<file path="config.mk">
export PLATFORM = sky130hd
export DESIGN_NAME = spr_dma
export DESIGN_NICKNAME = d
export VERILOG_FILES = /design/src/rtl/spr_dma_pkg.sv /design/src/rtl/spr_dma_seq.sv /design/src/rtl/spr_dma_hram.sv /design/src/rtl/spr_dma_gate.sv /design/src/rtl/spr_dma.sv
export SDC_FILE = /design/constraint.sdc
export NUM_CORES = 1
export LEC_CHECK = 0
export BUFFER_PORTS_ARGS = -buffer_cell sky130_fd_sc_hd__buf_2
export CAP_MARGIN = 25
export CORE_MARGIN = 8
export CORE_UTILIZATION = 45
export CTS_CLUSTER_SIZE = 8
export DETAILED_ROUTE_END_ITERATION = 12
export GPL_ROUTABILITY_DRIVEN = 0
export SYNTH_ARGS = -nofsm -noshare
export SYNTH_HDL_FRONTEND = slang
export SYNTH_SLANG_ARGS = --single-unit
</file>
<file path="constraint.sdc">
create_clock -name clk -period 2.5 [get_ports clk]
set_input_delay 0.25 -clock clk [delete_from_list [all_inputs] [get_ports clk]]
set_output_delay 0.25 -clock clk [all_outputs]
set_load 0.005 [all_outputs]
</file>
<file path="src/rtl/spr_dma_pkg.sv">
package spr_dma_pkg;
    typedef enum logic [1:0] {
        ST_IDLE  = 2'd0,
        ST_WAIT  = 2'd1,
        ST_READ  = 2'd2,
        ST_WRITE = 2'd3
    } dma_state_t;
endpackage

</file>
<file path="src/rtl/spr_dma_seq.sv">
module spr_dma_seq
    import spr_dma_pkg::*;
#(
    parameter int          ADDR_W    = 16,
    parameter int          DATA_W    = 8,
    parameter int          XFER_LEN  = 160,
    parameter int          STRIDE    = 4,
    parameter logic [15:0] DEST_BASE = 16'hFE00,
    parameter logic [15:0] BASE_MAX  = 16'hF100
) (
    input  logic              clk,
    input  logic              rst_n,
    input  logic              start,
    input  logic [ADDR_W-1:0] start_base,
    input  logic [DATA_W-1:0] mem_rdata,
    output logic              busy,
    output logic              eng_rd,
    output logic              eng_wr,
    output logic [ADDR_W-1:0] eng_addr,
    output logic [DATA_W-1:0] eng_wdata
);
    // Slot = (STRIDE-2) gap cycles + one read + one write; STRIDE must be >= 3.
    localparam int GAP   = STRIDE - 2;
    localparam int GAP_W = (GAP > 1) ? $clog2(GAP) : 1;
    localparam int CNT_W = $clog2(XFER_LEN + 1);
    localparam logic [GAP_W-1:0] GAP_LOAD = GAP_W'(GAP - 1);
    localparam logic [CNT_W-1:0] CNT_LOAD = CNT_W'(XFER_LEN);

    dma_state_t        state, state_nx;
    logic [ADDR_W-1:0] src_ptr, dst_ptr;
    logic [CNT_W-1:0]  remain;
    logic [GAP_W-1:0]  gap_tmr;
    logic [DATA_W-1:0] held;
    logic              start_ok;

    assign start_ok = start && (start_base <= ADDR_W'(BASE_MAX));

    // next-state
    always_comb begin
        state_nx = state;
        if (start_ok) begin
            state_nx = ST_WAIT;
        end else begin
            unique case (state)
                ST_IDLE:  state_nx = ST_IDLE;
                ST_WAIT:  state_nx = (gap_tmr == '0) ? ST_READ : ST_WAIT;
                ST_READ:  state_nx = ST_WRITE;
                ST_WRITE: state_nx = (remain == CNT_W'(1)) ? ST_IDLE : ST_WAIT;
            endcase
        end
    end

    // state register
    always_ff @(posedge clk) begin
        if (!rst_n) state <= ST_IDLE;
        else        state <= state_nx;
    end

    // transfer datapath
    always_ff @(posedge clk) begin
        if (!rst_n) begin
            src_ptr <= '0;
            dst_ptr <= '0;
            remain  <= '0;
            gap_tmr <= '0;
            held    <= '0;
        end else if (start_ok) begin
            src_ptr <= start_base;
            dst_ptr <= ADDR_W'(DEST_BASE);
            remain  <= CNT_LOAD;
            gap_tmr <= GAP_LOAD;
        end else begin
            unique case (state)
                ST_IDLE: ;
                ST_WAIT: if (gap_tmr != '0) gap_tmr <= gap_tmr - 1'b1;
                ST_READ: held <= mem_rdata;
                ST_WRITE: begin
                    src_ptr <= src_ptr + 1'b1;
                    dst_ptr <= dst_ptr + 1'b1;
                    remain  <= remain - 1'b1;
                    gap_tmr <= GAP_LOAD;
                end
            endcase
        end
    end

    // outputs
    always_comb begin
        busy      = (state != ST_IDLE);
        eng_rd    = (state == ST_READ);
        eng_wr    = (state == ST_WRITE);
        eng_addr  = (state == ST_READ) ? src_ptr : dst_ptr;
        eng_wdata = held;
    end
endmodule

</file>
<file path="src/rtl/spr_dma_hram.sv">
module spr_dma_hram #(
    parameter int DEPTH  = 127,
    parameter int DATA_W = 8,
    localparam int IDX_W = $clog2(DEPTH)
) (
    input  logic              clk,
    input  logic              we,
    input  logic [IDX_W-1:0]  idx,
    input  logic [DATA_W-1:0] wdata,
    output logic [DATA_W-1:0] rdata
);
    logic [DATA_W-1:0] cells [DEPTH];

    always_ff @(posedge clk) begin
        if (we && (int'(idx) < DEPTH)) cells[idx] <= wdata;
    end

    assign rdata = (int'(idx) < DEPTH) ? cells[idx] : '1;
endmodule

</file>
<file path="src/rtl/spr_dma_gate.sv">
module spr_dma_gate #(
    parameter int          ADDR_W  = 16,
    parameter int          DATA_W  = 8,
    parameter logic [15:0] HRAM_LO = 16'hFF80,
    parameter logic [15:0] HRAM_HI = 16'hFFFE,
    localparam int IDX_W = $clog2(int'(HRAM_HI) - int'(HRAM_LO) + 1)
) (
    input  logic              busy,
    input  logic              eng_rd,
    input  logic              eng_wr,
    input  logic [ADDR_W-1:0] eng_addr,
    input  logic [DATA_W-1:0] eng_wdata,
    input  logic              cpu_req,
    input  logic              cpu_we,
    input  logic [ADDR_W-1:0] cpu_addr,
    input  logic [DATA_W-1:0] cpu_wdata,
    output logic [DATA_W-1:0] cpu_rdata,
    input  logic [DATA_W-1:0] mem_rdata,
    input  logic [DATA_W-1:0] hram_rdata,
    output logic              hram_we,
    output logic [IDX_W-1:0]  hram_idx,
    output logic              mem_req,
    output logic              mem_we,
    output logic [ADDR_W-1:0] mem_addr,
    output logic [DATA_W-1:0] mem_wdata
);
    logic hram_hit, cpu_ext;
    logic [ADDR_W-1:0] offs;

    always_comb begin
        hram_hit = (cpu_addr >= ADDR_W'(HRAM_LO)) && (cpu_addr <= ADDR_W'(HRAM_HI));
        cpu_ext  = cpu_req && !hram_hit && !busy;
        offs     = cpu_addr - ADDR_W'(HRAM_LO);
        hram_idx = offs[IDX_W-1:0];
        hram_we  = cpu_req && cpu_we && hram_hit;

        mem_req   = eng_rd || eng_wr || cpu_ext;
        mem_we    = eng_wr || (cpu_ext && cpu_we);
        mem_addr  = busy ? eng_addr  : cpu_addr;
        mem_wdata = busy ? eng_wdata : cpu_wdata;

        if (hram_hit)  cpu_rdata = hram_rdata;
        else if (busy) cpu_rdata = '1;
        else           cpu_rdata = mem_rdata;
    end
endmodule

</file>
<file path="src/rtl/spr_dma.sv">
module spr_dma #(
    parameter int          ADDR_W    = 16,
    parameter int          DATA_W    = 8,
    parameter int          XFER_LEN  = 160,
    parameter int          STRIDE    = 4,
    parameter logic [15:0] DEST_BASE = 16'hFE00,
    parameter logic [15:0] BASE_MAX  = 16'hF100,
    parameter logic [15:0] HRAM_LO   = 16'hFF80,
    parameter logic [15:0] HRAM_HI   = 16'hFFFE
) (
    input  logic              clk,
    input  logic              rst_n,
    input  logic              start,
    input  logic [ADDR_W-1:0] start_base,
    output logic              busy,
    input  logic              cpu_req,
    input  logic              cpu_we,
    input  logic [ADDR_W-1:0] cpu_addr,
    input  logic [DATA_W-1:0] cpu_wdata,
    output logic [DATA_W-1:0] cpu_rdata,
    output logic              mem_req,
    output logic              mem_we,
    output logic [ADDR_W-1:0] mem_addr,
    output logic [DATA_W-1:0] mem_wdata,
    input  logic [DATA_W-1:0] mem_rdata
);
    localparam int HDEPTH = int'(HRAM_HI) - int'(HRAM_LO) + 1;
    localparam int HIDX_W = $clog2(HDEPTH);

    logic              eng_rd, eng_wr;
    logic [ADDR_W-1:0] eng_addr;
    logic [DATA_W-1:0] eng_wdata, hram_rdata;
    logic              hram_we;
    logic [HIDX_W-1:0] hram_idx;

    spr_dma_seq #(
        .ADDR_W(ADDR_W), .DATA_W(DATA_W), .XFER_LEN(XFER_LEN),
        .STRIDE(STRIDE), .DEST_BASE(DEST_BASE), .BASE_MAX(BASE_MAX)
    ) u_seq (
        .clk(clk), .rst_n(rst_n), .start(start), .start_base(start_base),
        .mem_rdata(mem_rdata), .busy(busy), .eng_rd(eng_rd), .eng_wr(eng_wr),
        .eng_addr(eng_addr), .eng_wdata(eng_wdata)
    );

    spr_dma_gate #(
        .ADDR_W(ADDR_W), .DATA_W(DATA_W), .HRAM_LO(HRAM_LO), .HRAM_HI(HRAM_HI)
    ) u_gate (
        .busy(busy), .eng_rd(eng_rd), .eng_wr(eng_wr), .eng_addr(eng_addr),
        .eng_wdata(eng_wdata), .cpu_req(cpu_req), .cpu_we(cpu_we),
        .cpu_addr(cpu_addr), .cpu_wdata(cpu_wdata), .cpu_rdata(cpu_rdata),
        .mem_rdata(mem_rdata), .hram_rdata(hram_rdata), .hram_we(hram_we),
        .hram_idx(hram_idx), .mem_req(mem_req), .mem_we(mem_we),
        .mem_addr(mem_addr), .mem_wdata(mem_wdata)
    );

    spr_dma_hram #(.DEPTH(HDEPTH), .DATA_W(DATA_W)) u_hram (
        .clk(clk), .we(hram_we), .idx(hram_idx), .wdata(cpu_wdata),
        .rdata(hram_rdata)
    );
endmodule

</file>
After elaboration in Yosys (flattened, before gate mapping)

Memory sizes are Yosys's and may differ from the RTL's.
Index checks and enable logic that the tools add are counted.

Word-level logic and storage cells: 65
Register bits after elaboration: 51
Input port bits: 53
Memories kept: 1
Bits in writable memories: 1016
Output and inout port bits: 35

Memories:

| memory       | depth | bits a word | rd ports | clocked after memory_dff | wr ports | RTL line           | source |
|---|---|---|---|---|---|---|---|
| u_hram.cells | 127   | 8           | 1        | 0                        | 1        | spr_dma_hram.sv:12 | `logic [DATA_W-1:0] cells [DEPTH];` |

Muxes and demuxes: 21
Bitwise logic cells: 2
Add/sub/neg operators: 5
Eq/ne operators: 4
Reductions and logical operators: 19
Magnitude comparators: 4

Operator list:

| cell                                                               | count |
|---|---|
| 16-bit 2-to-1 mux                                                  | 6 |
| 8-bit 2-to-1 mux                                                   | 6 |
| 16-bit by 1-bit adder with 16-bit output, second input constant    | 2 |
| 16-bit less-or-equal comparator, second input constant             | 2 |
| 16-bit greater-or-equal comparator, second input constant          | 1 |
| 8-bit by 1-bit == test with 1-bit output, second input constant    | 1 |
| 1-bit logical AND                                                  | 8 |
| 2-bit one-hot mux with 4 select lines                              | 1 |
| 8-bit by 1-bit subtractor with 8-bit output, second input constant | 1 |
| 7-bit less-than comparator, second input constant                  | 1 |
| 7-bit by 1-bit subtractor with 7-bit output, second input constant | 1 |
| 1-bit 2-to-1 mux                                                   | 6 |
| 2-bit == test, second input constant                               | 2 |
| 2-bit nonzero test                                                 | 2 |
| 1-bit logical OR                                                   | 3 |
| 3-bit nonzero test                                                 | 1 |
| 2-bit by 1-bit == test with 1-bit output, second input constant    | 1 |
| 1-bit logical NOT                                                  | 2 |
| 2-bit logical NOT                                                  | 1 |
| 2-bit 2-to-1 mux                                                   | 1 |
| 1-bit inverter                                                     | 2 |
| 1-bit one-hot mux with 2 select lines                              | 1 |
| 2-bit AND reduction                                                | 1 |
| 2-bit OR reduction                                                 | 1 |
| 1-bit subtractor, second input constant                            | 1 |

Logic depth before layout (Yosys ltp)

Depth in word-level cells: 7
Mapped depth: 12

Cells and area by module

Synthesis repeated with hierarchy kept, for this count alone.

Cells, all modules: 2588
Area total of the unflattened synthesis: 43404.1 sq um

By module, submodules not included:

| module       | cells each | times used | area an instance (sq um) |
|---|---|---|---|
| spr_dma_hram | 2203       | 1          | 40102.2 |
| spr_dma_seq  | 313        | 1          | 2733.9 |
| spr_dma_gate | 72         | 1          | 568.0 |

Worst setup path after synthesis

OpenSTA, ideal clock, no wires.

Kind: input-to-reg
Start point: in cpu_addr[0]
End point: mem u_hram.cells[56][0], enable pin
Data arrival time: 2.107 ns
Stages on the path: 9
Required time: 2.130 ns
Setup slack: 0.023 ns
Cells stage by stage: buf_6 -> buf_6 -> buf_4 -> buf_6 -> buf_2 -> nor3_1 -> nand2_1 -> clkbuf_1 -> nor2_1

Cells in the longest elaborated chain, start to end: 6
Elaborated cells on any way between the ends: 9
Those cells by class: 1 x add/sub; 3 x order compare; 2 x mux; 3 x reduce/logical

Ends and longest elaborated chain:

| element                                                                             | RTL line           | source |
|---|---|---|
| start: declaration                                                                  | spr_dma.sv:18      | `input logic [ADDR_W-1:0] cpu_addr,` |
| branches (longest 6 deep; another with 7-bit by 1-bit subtractor with 7-bit output) | -                  |  |
| end: declaration                                                                    | spr_dma_hram.sv:12 |  |

Parallel ways; which one is timed is not known.

Worst setup path after layout

Start point: mem u_hram.cells[96][1]
End point: out cpu_rdata[1]

Cells in the longest elaborated chain, start to end: 3

Ends and longest elaborated chain:

| element                 | RTL line           | source |
|---|---|---|
| memory read 127 x 8 bit | -                  |  |
| 8-bit 2-to-1 mux        | spr_dma_hram.sv:18 | `assign rdata = (int'(idx) < DEPTH) ? cells[idx] : '1;` |
| 8-bit 2-to-1 mux        | spr_dma_gate.sv:42 | `if (hram_hit) cpu_rdata = hram_rdata;` |
| end: declaration        | spr_dma.sv:20      | `output logic [DATA_W-1:0] cpu_rdata,` |

No other way between the ends.

==> flow_metrics.py <==
metrics = {
    "clock_network": {
        "clk_latency_ps": 750,
        "cts_tree": "built",
        "cts_sinks": 1067,
        "htreeDepth": 4,
        "root_buffer": "clkbuf_16",
        "max-clock-path-buffers": 3,
        "cts_buffers": 151,
        "cts.reportedPaths.clkPinSlew_ps": 50,
    },
    "synthesis": {
        "yosysTopAreaCellShare": 0.720,
        "synth-async-reset-ratio": 0,
        "synth_warnings": 0,
        "avgSynthCellArea_um2": 17.3,
        "ys_seq_elements": 1067,
        "synthCells": 2456,
        "seq_area_frac_synth": 0.744,
        "syn-num-nets": 2513,
        "synth_largest_area_cell": "edfxtp_1",
        "syn_area_um2": 42400,
        "synth_edf_count": 1016,
        "synthFlopType": "edfxtp_1",
        "synth_area_leaders": "edfxtp_1 72%, mux4_2 6.8%, mux2i_1 2.9%",
        "synth.distinct_cells": 69,
    },
    "worst_setup_path": {
        "cp.arrival_ps": 3040,
        "critPathRequiredTime_ps": 2250,
        "cp_top_family": "compound AO/OA/AOI/OAI gates",
        "cp_common_cell": "a221o_1",
        "path_cells": "mux2_2 -> a221o_1 -> a221o_1 -> o211ai_1 -> nand4_1 -> o22a_1 -> buf_2",
        "cp_slowest_cell": "a221o_1",
        "start_kind": "flip-flop",
        "crit_start": "u_hram.cells[96][1]",
        "worstSetupPathType": "reg2out",
        "setup.worst_path.end_class": "primary output",
        "crit_path_max_incr_delay_ps": 380,
        "worstPathBufferInverterCount": 1,
        "crit_path_max_fanout": 1,
    },
    "placed_design": {
        "hpwlAfterDp_um": 81600,
        "port_buffers": 87,
    },
    "global_routing": {
        "grt_max_degree": 84,
        "gr-total-overflow": 0,
        "grt_first_pass_wirelength_um": 180000,
        "track_usage": 0.235,
        "grt_antenna_before_repair": 2,
        "grtUsageMet1": 0.316,
        "use_met3": 0.0531,
        "grt_pass1_vias": 26501,
        "busiest_layer": "met2",
        "met2_usage": 0.381,
    },
    "worst_hold_path": {
        "hold_class": "in2reg",
        "min_from": "cpu_wdata[4]",
    },
    "timing": {
        "relSlewSlack": 0.571,
        "finClkSkew_ps": 8.14,
        "hold_viol_final": 0,
        "setup_viol": 8,
        "fin_ws_ps": -786,
        "fin_tns_setup_ps": -5140,
        "period_minus_slack_ps": 3290,
        "min_period_over_period": 1.31,
        "slew_violations": 0,
        "rsz0062_at_grt": "yes",
        "tightest_slew_ps": 643,
        "fmax_mhz": 304,
    },
    "floorplanning": {
        "start_util": 0.454,
        "die_x_um": 323,
        "placementRows": 112,
        "ioPinCount": 88,
        "dieArea_um2": 104000,
        "die_h_um": 323,
        "core-area_um2": 93300,
    },
    "power_and_ir_drop": {
        "pwr_density_cell_nw_per_um2": 767,
        "power.leakage_nw": 18.0,
        "ir_worst_vdd_mv": 0.484,
    },
    "finish": {
        "finalCoreUtilization": 0.567,
        "fillers": 7109,
        "area_growth_pct": 24.8,
        "nets": 3119,
        "multi_input_area_um2": 10400,
        "final_layout_size_suffix_gt1_frac": 0.313,
        "diodes": 0,
        "seq_area_um2": 31500,
    },
    "detailed_routing": {
        "detail-route-antenna-nets": 0,
        "dr.pass1.iters": 5,
        "drtIter0Drc": 3058,
        "via_per_inst": 5.99,
        "dr_total_vias": 26026,
        "postRouteWirelength_um": 124000,
        "wl_per_cell_um": 28.6,
        "drc": 0,
    },
    "status": {
        "outcome": "finished with violations",
        "violations": "negative setup slack",
    },
    "run": {
        "maxCapViolCount": 0,
    },
}
worst paths after layout:
kind	endpoint	slack, ps	depth (start not counted)
hold / removal	u_hram.cells[40][4]	40	1
hold reg to reg	u_seq.remain[2]	470	2
setup / recovery	cpu_rdata[1]	-790	7
setup reg to reg	u_seq.src_ptr[12]	180	7
flip-flops by register name (all words and copies together), names as in the netlist, named ones only:
signal,flops
u_seq.src_ptr,16
u_hram.cells,1016
u_seq.remain,8
u_seq.eng_wdata,8
u_seq.dst_ptr,16
u_seq.state,1
u_seq.gap_tmr,1
what timing repair did:
| action | 4_1_cts | 5_1_grt |
|---|---|---|
| endpoints found under the setup margin | 10 | 17 |
| cloned | 0 | 0 |
| gates resized for setup | 54 | 20 |
| hold buffers | 34 | 0 |
| endpoints found under the hold margin | 143 | 0 |
| setup buffers | 0 | 3 |
| pin swaps | 29 | 13 |
cells by family after synthesis:
logic type	Yosys count	share of synthesized area
DFF	1067	0.744
and+or+nand+nor	470	0.0475
AOI/OAI and AO/OA	427	0.0737
muxes	285	0.106
buffers and inverters	171	0.0208
xor gates and xnor gates	32	0.00661
adders and majority gates	4	0.00118
per-layer routing:
metal  vias to the layer above  wire length (um)  part of all wire
met5                         -                12          0.000097
met3                       220             10700             0.087
li1                      11098                 -                 -
met2                      1352             59700              0.48
met4                         2              3900             0.031
met1                     13354             49700              0.40
placed cells by master, fill, tap and decap left out, types with 18 or more instances in the layout:
| cell type | instances |
|---|---|
| a21oi_1 | 55 |
| a221oi_1 | 100 |
| a22oi_1 | 48 |
| buf_12 | 54 |
| buf_2 | 75 |
| buf_4 | 444 |
| clkbuf_16 | 152 |
| dfxtp_1 | 50 |
| dlygate4sd3_1 | 34 |
| edfxtp_1 | 1016 |
| mux2_2 | 32 |
| mux2i_1 | 120 |
| mux4_2 | 128 |
| nand2_1 | 139 |
| nand3_1 | 18 |
| nand4_1 | 19 |
| nor2_1 | 218 |
| o21ai_0 | 65 |
cells in the mapped netlist, types with 9 or more instances:
library cell,instances
edfxtp_1,1016
nor2_1,221
nand2_1,141
mux4_2,128
mux2i_1,123
a221oi_1,105
clkbuf_1,78
o21ai_0,69
a21oi_1,57
dfxtp_1,51
a22oi_1,48
buf_2,44
mux2_2,34
a211oi_1,21
nand3_1,20
o221ai_1,20
nand4_1,19
o22ai_1,17
xnor2_1,17
a221o_1,15
a31oi_1,15
buf_6,15
xor2_1,15
a22o_1,12
and3_1,12
nor3_1,12
inv_1,11
buf_1,9
buf_4,9
nor2b_1,9
o211ai_1,9
stage by stage:
step / std cells / power, W / cell area, um^2 / hold WS (ps) / worst slack [ps]
finish: 4344 / 0.0405 / 52900 / 43.8 / -786
detailed placement: 4131 / 0.0225 / 48000 / 458 / -860
global placement: 4131 / 0.0225 / 48000 / 445 / -866
CTS: 4342 / 0.0408 / 52800 / 28.4 / -808
floorplan: 2456 / 0.0211 / 42400 / 349 / 22.5
global route: 4344 / 0.0416 / 52900 / 45.7 / -807
report_power, final:
group | internal (W) | total (W) | switching (W) | leakage, nW
Sequential | 0.0196 | 0.0197 | 0.0000411 | 9.55
Combinational | 0.00106 | 0.00263 | 0.00157 | 6.46
Clock | 0.0109 | 0.0182 | 0.00736 | 2.02
Total | 0.0316 | 0.0405 | 0.00897 | 18.0
layout make-up:
| type | instances | area share |
|---|---|---|
| sequential | 1067 | 0.596 |
| multi-input combinational | 1218 | 0.196 |
| timing repair buffer | 611 | 0.0980 |
| clock buffer | 165 | 0.0729 |
| tap | 1254 | 0.0297 |
| clock inverter | 16 | 0.00594 |
| inverter | 13 | 0.000923 |
Power figures use the tool's default switching activity.
